### src/rtl/ipi_pkg.sv
// Shared constants and types for the inter-processor interrupt bank.
// Assumes a 32-bit data path and an 8-bit register window (address bits 7:0).
package ipi_pkg;
    localparam int DATA_W     = 32;
    localparam int TID_W      = 10;   // width of the target ID field of a post
    localparam int TID_LSB    = 16;   // low bit of the target ID field
    localparam int VEC_W      = 5;    // width of the vector field of a post
    localparam int MBOX_WORDS = 8;
    localparam int MBOX_IW    = $clog2(MBOX_WORDS);

    // word addresses (byte offset >> 2)
    localparam logic [5:0] W_PEND  = 6'h00;
    localparam logic [5:0] W_ENA   = 6'h01;
    localparam logic [5:0] W_SETB  = 6'h02;
    localparam logic [5:0] W_CLRB  = 6'h03;
    localparam logic [5:0] W_POST  = 6'h10;
    localparam logic [2:0] W_MBOX_HI = 3'b001;  // words 0x08..0x0F

    typedef enum logic [2:0] {
        SEL_NONE,
        SEL_PEND,
        SEL_ENA,
        SEL_SETB,
        SEL_CLRB,
        SEL_MBOX,
        SEL_POST
    } reg_sel_e;
endpackage

### src/rtl/ipi_decode.sv
// Offset decoder: maps the low address byte onto a register selector and a
// mailbox word index. Assumes bits 1:0 of the offset are don't-care.
module ipi_decode
    import ipi_pkg::*;
(
    input  logic [7:0]         offset,
    output reg_sel_e           sel,
    output logic [MBOX_IW-1:0] mbox_idx
);
    logic [5:0] word;
    assign word     = offset[7:2];
    assign mbox_idx = word[MBOX_IW-1:0];

    // choose the register addressed by the word
    always_comb begin
        if (word[5:3] == W_MBOX_HI) sel = SEL_MBOX;
        else begin
            case (word)
                W_PEND:  sel = SEL_PEND;
                W_ENA:   sel = SEL_ENA;
                W_SETB:  sel = SEL_SETB;
                W_CLRB:  sel = SEL_CLRB;
                W_POST:  sel = SEL_POST;
                default: sel = SEL_NONE;
            endcase
        end
    end
endmodule

### src/rtl/ipi_target_lookup.sv
// Target search: compares a target ID with every entry of the ID table in
// parallel and returns the lowest matching bank index.
// Assumes entry i of ID_TABLE (bits i*TID_W +: TID_W) belongs to bank i.
module ipi_target_lookup
    import ipi_pkg::*;
#(
    parameter int NUM_CORES = 4,
    parameter int SRC_W     = 2,
    parameter logic [NUM_CORES*TID_W-1:0] ID_TABLE = '0
) (
    input  logic [TID_W-1:0] tgt_id,
    output logic             hit,
    output logic [SRC_W-1:0] tgt_idx
);
    // scan from the top so the lowest matching index wins
    always_comb begin
        hit     = 1'b0;
        tgt_idx = '0;
        for (int i = NUM_CORES - 1; i >= 0; i--) begin
            if (ID_TABLE[i*TID_W +: TID_W] == tgt_id) begin
                hit     = 1'b1;
                tgt_idx = SRC_W'(i);
            end
        end
    end
endmodule

### src/rtl/ipi_core_bank.sv
// One core's bank: pending status, enable, mailbox and the interrupt level.
// Assumes at most one of the strobes is high in a cycle.
module ipi_core_bank
    import ipi_pkg::*;
(
    input  logic               clk,
    input  logic               rst_n,
    input  logic               set_stb,
    input  logic [DATA_W-1:0]  set_bits,
    input  logic               clr_stb,
    input  logic               ena_stb,
    input  logic               mbox_stb,
    input  logic [MBOX_IW-1:0] mbox_idx,
    input  logic [DATA_W-1:0]  wdata,
    output logic [DATA_W-1:0]  pend_o,
    output logic [DATA_W-1:0]  ena_o,
    output logic [DATA_W-1:0]  mbox_o,
    output logic               irq_o
);
    logic [DATA_W-1:0] pend, ena;
    logic [DATA_W-1:0] mbox [MBOX_WORDS];
    logic [DATA_W-1:0] pend_set, pend_clr;

    assign pend_set = pend | set_bits;
    assign pend_clr = pend & ~wdata;

    // status word and the asymmetric raise/lower rule for the line
    always_ff @(posedge clk) begin
        if (!rst_n) begin
            pend  <= '0;
            irq_o <= 1'b0;
        end else if (set_stb) begin
            pend <= pend_set;
            if ((pend_set & ena) != '0) irq_o <= 1'b1;
        end else if (clr_stb) begin
            pend <= pend_clr;
            if (pend_clr == '0 && ena != '0) irq_o <= 1'b0;
        end
    end

    // enable word: stored only, the line is not re-evaluated
    always_ff @(posedge clk) begin
        if (!rst_n)       ena <= '0;
        else if (ena_stb) ena <= wdata;
    end

    // mailbox words
    always_ff @(posedge clk) begin
        if (!rst_n) begin
            for (int k = 0; k < MBOX_WORDS; k++) mbox[k] <= '0;
        end else if (mbox_stb) begin
            mbox[mbox_idx] <= wdata;
        end
    end

    assign pend_o = pend;
    assign ena_o  = ena;
    assign mbox_o = mbox[mbox_idx];
endmodule

### src/rtl/xcore_ipi_regs.sv
// Top of the inter-processor interrupt bank: decodes requests, routes them to
// the requester's bank or, for a post, to the looked-up target bank, and
// returns a registered response one cycle later.
// Assumes one request per cycle and NUM_CORES >= 2.
module xcore_ipi_regs
    import ipi_pkg::*;
#(
    parameter int NUM_CORES = 4,
    parameter int ADDR_W    = 12,
    parameter logic [NUM_CORES*TID_W-1:0] ID_TABLE = {10'd7, 10'd5, 10'd2, 10'd0},
    localparam int SRC_W    = (NUM_CORES > 1) ? $clog2(NUM_CORES) : 1
) (
    input  logic                 clk,
    input  logic                 rst_n,
    input  logic                 req_valid,
    input  logic                 req_write,
    input  logic [ADDR_W-1:0]    req_addr,
    input  logic [SRC_W-1:0]     req_src,
    input  logic [DATA_W-1:0]    req_wdata,
    output logic                 rsp_valid,
    output logic [DATA_W-1:0]    rsp_rdata,
    output logic                 rsp_err,
    output logic [NUM_CORES-1:0] irq
);
    reg_sel_e           sel;
    logic [MBOX_IW-1:0] mbox_idx;
    logic               tgt_hit;
    logic [SRC_W-1:0]   tgt_idx;
    logic               src_ok, wr;
    logic [DATA_W-1:0]  post_bits, rd_data;
    logic [NUM_CORES-1:0][DATA_W-1:0] pend_all, ena_all, mbox_all;
    logic unused_addr;

    assign unused_addr = &{1'b0, req_addr[ADDR_W-1:8]};
    assign src_ok      = int'(req_src) < NUM_CORES;
    assign wr          = req_valid && req_write && src_ok;
    assign post_bits   = DATA_W'(1) << req_wdata[VEC_W-1:0];

    ipi_decode u_decode (
        .offset   (req_addr[7:0]),
        .sel      (sel),
        .mbox_idx (mbox_idx)
    );

    ipi_target_lookup #(
        .NUM_CORES (NUM_CORES),
        .SRC_W     (SRC_W),
        .ID_TABLE  (ID_TABLE)
    ) u_lookup (
        .tgt_id  (req_wdata[TID_LSB +: TID_W]),
        .hit     (tgt_hit),
        .tgt_idx (tgt_idx)
    );

    for (genvar c = 0; c < NUM_CORES; c++) begin : g_bank
        logic own, set_own, set_post;
        assign own      = wr && (req_src == SRC_W'(c));
        assign set_own  = own && (sel == SEL_SETB);
        assign set_post = wr && (sel == SEL_POST) && tgt_hit && (tgt_idx == SRC_W'(c));

        ipi_core_bank u_bank (
            .clk      (clk),
            .rst_n    (rst_n),
            .set_stb  (set_own || set_post),
            .set_bits (set_post ? post_bits : req_wdata),
            .clr_stb  (own && (sel == SEL_CLRB)),
            .ena_stb  (own && (sel == SEL_ENA)),
            .mbox_stb (own && (sel == SEL_MBOX)),
            .mbox_idx (mbox_idx),
            .wdata    (req_wdata),
            .pend_o   (pend_all[c]),
            .ena_o    (ena_all[c]),
            .mbox_o   (mbox_all[c]),
            .irq_o    (irq[c])
        );
    end

    // read multiplexer over the requester's bank
    always_comb begin
        rd_data = '0;
        if (src_ok) begin
            case (sel)
                SEL_PEND: rd_data = pend_all[req_src];
                SEL_ENA:  rd_data = ena_all[req_src];
                SEL_MBOX: rd_data = mbox_all[req_src];
                default:  rd_data = '0;
            endcase
        end
    end

    // registered response
    always_ff @(posedge clk) begin
        if (!rst_n) begin
            rsp_valid <= 1'b0;
            rsp_rdata <= '0;
            rsp_err   <= 1'b0;
        end else begin
            rsp_valid <= req_valid;
            rsp_rdata <= (req_valid && !req_write) ? rd_data : '0;
            rsp_err   <= wr && (sel == SEL_POST) && !tgt_hit;
        end
    end
endmodule

### config.mk
export PLATFORM = sky130hd
export DESIGN_NAME = xcore_ipi_regs
export DESIGN_NICKNAME = d
export VERILOG_FILES = /design/src/rtl/ipi_pkg.sv /design/src/rtl/ipi_decode.sv /design/src/rtl/ipi_target_lookup.sv /design/src/rtl/ipi_core_bank.sv /design/src/rtl/xcore_ipi_regs.sv
export SDC_FILE = /design/constraint.sdc
export NUM_CORES = 2
export LEC_CHECK = 0
export BUFFER_PORTS_ARGS = -buffer_cell sky130_fd_sc_hd__clkbuf_2
export CELL_PAD_IN_SITES_DETAIL_PLACEMENT = 0
export CELL_PAD_IN_SITES_GLOBAL_PLACEMENT = 2
export CORE_ASPECT_RATIO = 1.5
export CORE_MARGIN = 4
export CORE_UTILIZATION = 35
export DETAILED_ROUTE_END_ITERATION = 8
export PLACE_DENSITY_LB_ADDON = 0.3
export SLEW_MARGIN = 20
export SYNTH_ARGS = -nofsm -noshare
export SYNTH_HDL_FRONTEND = slang
export SYNTH_SLANG_ARGS = --single-unit
### constraint.sdc
create_clock -name clk -period 5.22 [get_ports clk]
set_clock_uncertainty 0.1 [all_clocks]
set_input_delay 0.261 -clock clk [delete_from_list [all_inputs] [get_ports clk]]
set_output_delay 0.261 -clock clk [all_outputs]
set_load 0.02 [all_outputs]
# After elaboration in Yosys (flattened, before gate mapping)
# Memory sizes are Yosys's and may differ from the RTL's.
# Index checks and enable logic that the tools add are counted.
dict set report word_totals {
  memories 4
  ff_bits 294
  ram_bits 1024
  out_inout_bits 38
}
dict set report classes {
  reduce_logical 72
  bitwise_logic 13
  shifts 1
  n_eq_ne 24
  muxes 70
  n_lt_le_gt_ge 1
}
# memory words width rd rd_clocked_by_memory_dff write_ports line
set mem_list {}
lappend mem_list {{g_bank[0].u_bank.mbox} 8 32 1 0 8 ipi_core_bank.sv:21} ;# logic [DATA_W-1:0] mbox [MBOX_WORDS];
lappend mem_list {{g_bank[1].u_bank.mbox} 8 32 1 0 8 ipi_core_bank.sv:21}
lappend mem_list {{g_bank[2].u_bank.mbox} 8 32 1 0 8 ipi_core_bank.sv:21}
lappend mem_list {{g_bank[3].u_bank.mbox} 8 32 1 0 8 ipi_core_bank.sv:21}
# operator n
set ops {}
lappend ops {{2-to-1 mux 32 bit} 19}
lappend ops {{bitwise AND 32 bit} 8}
lappend ops {{nonzero test 32 bit} 8}
lappend ops {{binary-select mux 32 bit (select 2 bit)} 3}
lappend ops {{zero test 32 bit} 4}
lappend ops {{OR 32 bit} 4}
lappend ops {{OR reduction 32 bit} 4}
lappend ops {{one-hot mux 32 bit (3 select lines)} 1}
lappend ops {{2-to-1 mux 1 bit} 37}
lappend ops {{logical AND 1 bit} 33}
lappend ops {{NOT 32 bit} 1}
lappend ops {{<< shifter 1 x 5 -> 32 bit (first input constant)} 1}
lappend ops {{equality test 3 x 10 -> 1 bit (first input constant)} 2}
lappend ops {{nonzero test 2 bit} 8}
lappend ops {{2-to-1 mux 3 bit} 5}
lappend ops {{one-hot mux 3 bit (5 select lines)} 1}
lappend ops {{equality test 6 x 2 -> 1 bit (second input constant)} 2}
lappend ops {{AND reduction 3 bit} 4}
lappend ops {{equality test 2 x 10 -> 1 bit (first input constant)} 1}
lappend ops {{zero test 10 bit} 1}
lappend ops {{equality test 3 bit (second input constant)} 3}
lappend ops {{equality test 2 bit (second input constant)} 4}
lappend ops {{2-to-1 mux 2 bit} 4}
lappend ops {{inequality test 2 bit (second input constant)} 4}
lappend ops {{other kinds (11)} 19}

# Depth between registers and ports, before layout
dict set report logic_depth {
  depth_word 13
  ltp_mapped 12
}

# Modules after synthesis
# Synthesis repeated with hierarchy kept, for this count alone.
dict set report hier_totals {
  cells_unflattened 5129
  area_unflattened_um2 62612.6
}
# module n_inst cells_each seq_area_each_um2 area_each_um2
set by_module_without_submodules {}
lappend by_module_without_submodules {{ipi_core_bank at g_bank[2].u_bank ...} 2 1159 8988.6 14201.1}
lappend by_module_without_submodules {{ipi_core_bank at g_bank[1].u_bank} 1 1159 8988.6 14223.6}
lappend by_module_without_submodules {{ipi_core_bank at g_bank[0].u_bank} 1 1155 8988.6 14198.6}
lappend by_module_without_submodules {xcore_ipi_regs 1 474 680.7 5635.4}
lappend by_module_without_submodules {ipi_decode 1 16 0.0 97.6}
lappend by_module_without_submodules {ipi_target_lookup 1 7 0.0 55.1}

# Worst setup path before layout
# OpenSTA, ideal clock, no wires.
dict set report synth_timing {
  kind {input port to flip-flop}
  startpoint {input req_addr[4]}
  endpoint {memory g_bank[1].u_bank.mbox[4][0], enable pin}
  cell_stages 8
  setup_time_ns 0.466
  setup_slack_ns 0.593
  arrival_ns 4.061
  path_buffers 6
  path_cell_list {clkbuf_1 or3b_1 clkbuf_1 buf_2 buf_1 clkbuf_1 clkbuf_1 o21ai_0}
}
# item line
set synth_rtl {}
lappend synth_rtl {{start: declaration} xcore_ipi_regs.sv:17} ;# input logic [ADDR_W-1:0] req_addr,
lappend synth_rtl {{end: declaration} ipi_core_bank.sv:21}

# Final worst setup path
dict set report layout_timing {
  startpoint {input req_wdata[19]}
  endpoint {register g_bank[0].u_bank.irq_o}
}
dict set report layout_between {
  elab_chain_len 13
}
# item line
set layout_lines {}
lappend layout_lines {{start: declaration} xcore_ipi_regs.sv:19} ;# input logic [DATA_W-1:0] req_wdata,
lappend layout_lines {{equality test 3 x 10 -> 1 bit} ipi_target_lookup.sv:20} ;# if (ID_TABLE[i*TID_W +: TID_W] == tgt_id) begin
lappend layout_lines {{2-to-1 mux 2 bit or 2-to-1 mux 1 bit (tied branches) (4 in series)} ipi_target_lookup.sv:20}
lappend layout_lines {{zero test 2 bit or logical AND 1 bit (tied branches)} xcore_ipi_regs.sv:59} ;# assign set_post = wr && (sel == SEL_POST) && tgt_hit && (tgt_idx == SRC_W'(c));
lappend layout_lines {{logical AND 1 bit} xcore_ipi_regs.sv:59}
lappend layout_lines {{2-to-1 mux 32 bit} xcore_ipi_regs.sv:65} ;# .set_bits (set_post ? post_bits : req_wdata),
lappend layout_lines {{OR 32 bit} ipi_core_bank.sv:24} ;# assign pend_set = pend | set_bits;
lappend layout_lines {{bitwise AND 32 bit} ipi_core_bank.sv:34} ;# if ((pend_set & ena) != '0) irq_o <= 1'b1;
lappend layout_lines {{nonzero test 32 bit} ipi_core_bank.sv:34}
lappend layout_lines {{inequality test 2 bit (no line)} --}
lappend layout_lines {{AND reduction 3 bit (no line)} --}
lappend layout_lines {{end signal: assignment} ipi_core_bank.sv:31} ;# irq_o <= 1'b0;
lappend layout_lines {{end signal: assignment} ipi_core_bank.sv:34}
lappend layout_lines {{end signal: assignment} ipi_core_bank.sv:37} ;# if (pend_clr == '0 && ena != '0) irq_o <= 1'b0;
lappend layout_lines {{end: declaration} ipi_core_bank.sv:18} ;# output logic irq_o
# Parallel ways exist; a longest one is shown, timed or not.
# A chain may end at the register's enable or synchronous reset.

==> run_results.csv <==
group,metric,value,unit
status,status,"complete, no violations",
cells_and_area,multi_input_area,21500,µm²
yosys,async_flop_share,0,%
detailed_routing,via_per_inst,6.49,
global_route,grt_pass1_vias,48400,
floorplan,rows,186,
worst_setup_path,r2r-start,"g_bank[2].u_bank.ena_o[30]",
yosys,synth_cell_types,74,
power_and_ir_drop,cellPowerDensity,338,nW/µm²
cells_and_area,seqCellArea,36600,µm²
cells_and_area,drive_above_1_share,14.8,%
sta,max_slew.worst_pin.slew,1240,ps
yosys,synthesis.nets,5580,
yosys,synth_area,60400,µm²
clock_tree,cts_made_buffers,134,
detailed_routing,top_layer,"met5",
detailed_routing,first_iter_violations,6008,
detailed_routing,num_vias,50700,
sta,slew_headroom,16.2,%
floorplan,fp.dieW,347,µm
cells_and_area,n_fill_cell,16600,
worst_setup_path,reg2reg_slack,2010,ps
clock_tree,root_buffer,"clkbuf_16",
detailed_routing,dr.pass1.iters,6,
global_route,grt_max_degree,161,
yosys,ys_warn_count,0,
cells_and_area,fin_cells,7811,
yosys,synth.avg_cell_area,10.9,µm²
placed_design,port_buffers,81,
floorplan,die_h,517,µm
detailed_routing,dr_wl_met2,143000,µm
min_path,hold_depth,3,
detailed_routing,wl_met1,104000,µm
power_and_ir_drop,p_leak,20.8,nW
clock_tree,ctsResizeCount,0,
yosys,synth-edff-count,1024,
sta,finalCriticalPeriod,3980,ps
sta,rsz0062_at_grt,"no",
global_route,globalRouteOverflowTotal,0,
worst_setup_path,worstPathArrival,4560,ps
global_route,grtUsageTotal,32.3,%
clock_tree,cts_setup_buffers,0,
yosys,synth_cells,5530,
worst_setup_path,r2r-end,"g_bank[2].u_bank.irq_o",
sta,fmax,251,MHz
floorplan,core-area,171000,µm²
sta,finalHoldViolations,0,
sta,timing.final.crit_share,76.3,%
yosys,synth_ff_type,"edfxtp_1",
clock_tree,htreeDepth,4,
clock_tree,numClockSinks,1318,
detailed_routing,routed_wl,297000,µm
placed_design,dp.cells,7522,
sta,slew_violations,0,
cells_and_area,final_nets,5485,
worst_setup_path,end_kind,"flip-flop",
yosys,synth-seq-cells,1318,
clock_tree,clockBufferDepth,3,
sta,setup_viol,0,
detailed_routing,wl_per_cell,38.0,µm
global_route,antenna_found_initial,21,
clock_tree,cts_tree,"done",
min_path,holdCritStartpoint,"req_wdata[1]",
floorplan,dieArea,179000,µm²
min_path,min-delay-path-class,"in2reg",
detailed_routing,wl_met3,20300,µm
clock_tree,cts.reportedPaths.clkPinSlew,60,ps
worst_setup_path,criticalPathCategory,"in2reg",
cells_and_area,area_growth,14.6,%
clock_tree,ctsHoldBuffers,32,
min_path,hold_end,"g_bank[3].u_bank.pend_o[1]",
detailed_routing,ant_nets,0,
placed_design,place_hpwl,195000,µm
worst_setup_path,cp.required,5800,ps
power_and_ir_drop,vdd_ir_drop_max,0.000375,V
floorplan,start_util,35.2,%
placed_design,gp_congestion,1.06,
worst_setup_path,worst_r2r_path_depth,6,
floorplan,pin_count,88,
detailed_routing,route.detailed.drc,0,
worst_setup_path,cp_max_fo,21,
worst_setup_path,start_kind,"input pin",
cells_and_area,post-route-util,40.4,%
flow_run,maxCapViolCount,0,
yosys,ys_seq_area_share,60.7,%
sta,setup_tns,0,ps
clock_tree,worstSkewPairLatency,820,ps
global_route,grt_pass1_wl,407000,µm
[worst max-delay path by stage]
stage	endpoint	cells after the start	start	slack (ps)
finish	g_bank[0].u_bank.irq_o	11	req_wdata[19]	1240
global route	g_bank[0].u_bank.irq_o	11	req_wdata[19]	1140
CTS	g_bank[0].u_bank.irq_o	11	req_wdata[19]	1360
detailed placement	g_bank[0].u_bank.irq_o	10	req_wdata[19]	1040
global placement	g_bank[3].u_bank.irq_o	10	req_addr[4]	240
floorplan	g_bank[1].u_bank.mbox[4][0]	8	req_addr[4]	590
[metrics by stage]
| step | total power [mW] | cell area (µm²) | hold slack (ps) | setup WS [ps] |
|---|---|---|---|---|
| 3_5_place_dp | 13.9 | 64500 | 395 | 1040 |
| 6_report | 23.4 | 69200 | 102 | 1240 |
| 5_1_grt | 24.0 | 69100 | 87.8 | 1140 |
| 2_1_floorplan | 12.9 | 60400 | 289 | 593 |
| 4_1_cts | 23.5 | 69100 | 28.1 | 1360 |
| 3_3_place_gp | 13.9 | 64500 | 382 | 239 |
[cell usage after synthesis, drive strengths merged, types with 17 or more instances]
library cell / number / area [µm²]
nand4: 38 / 238
a21oi: 283 / 1420
dfxtp: 294 / 5890
a22oi: 106 / 796
and2: 37 / 231
nor4: 140 / 882
mux2: 21 / 236
a221oi: 23 / 201
or4: 58 / 435
clkinv: 17 / 63.8
inv: 48 / 180
a31o: 20 / 175
clkbuf: 605 / 2270
buf: 62 / 277
edfxtp: 1024 / 30700
nand2: 497 / 1870
o221ai: 23 / 201
nor2: 209 / 785
o21ai: 131 / 656
o311ai: 66 / 578
o22ai: 424 / 2650
a22o: 33 / 289
o31ai: 22 / 165
a211oi: 35 / 263
mux4: 99 / 2230
nor3: 1032 / 5160
[worst max-delay path, stage by stage]
cell           delay [ps]
dlygate4sd3_1         530
clkbuf_2              300
nor3_1                580
nand4_1               570
buf_12                360
nor2_2                420
nor2_1                110
o31a_1                290
a2111oi_0             760
buf_4                 260
a31oi_1                80
[layout make-up]
type | instances | area share, %
multi-input cells | 3480 | 31.1
repair buffers | 436 | 5.28
well taps | 2256 | 4.08
inverters | 65 | 0.364
clock buffers | 184 | 5.44
flip-flops and latches | 1318 | 53.0
diodes | 15 | 0.0543
clock inverters | 57 | 0.707
[placed cells by master, fill, tap and decap left out, types with 58 or more instances in the layout]
cell type | synthesis | routed
a21oi_1 | 283 | 283
clkbuf_16 | 0 | 141
edfxtp_1 | 1024 | 1024
or4_1 | 58 | 58
clkbuf_2 | 0 | 76
a22oi_1 | 106 | 106
mux4_2 | 99 | 99
nor4_1 | 139 | 138
buf_4 | 4 | 287
nor2_1 | 209 | 199
nor3_1 | 1032 | 1028
o22ai_1 | 424 | 424
nand2_1 | 497 | 497
dfxtp_1 | 294 | 294
o21ai_0 | 129 | 92
[state kept, by name (all words and copies together), names as in the netlist]
register and flops:
rsp_valid 1, g_bank.u_bank.irq_o 4, rsp_err 1, g_bank.u_bank.ena_o 128, g_bank.u_bank.pend_o 128, g_bank.u_bank.mbox 1024
rsp_rdata 32
[power breakdown]
part	internal [mW]	switching (mW)	total (mW)
Sequential	11.7	0.113	11.8
Clock	5.36	4.31	9.66
Combinational	0.477	1.44	1.92
Total	17.5	5.86	23.4
[cell families after synthesis]
logic type	synth area share [%]
buf+inv	4.62
flops	60.7
mux	4.33
simple gates	16.8
xor+xnor	0.0145
compound gates	13.6
[metal layers]
metal,global-route usage (%),vias to the layer above
li1,-,21200
met2,53.7,2709
met1,36.1,25700
met5,0,-
met3,6.35,968
met4,26.6,12
Power figures use the tool's default switching activity.
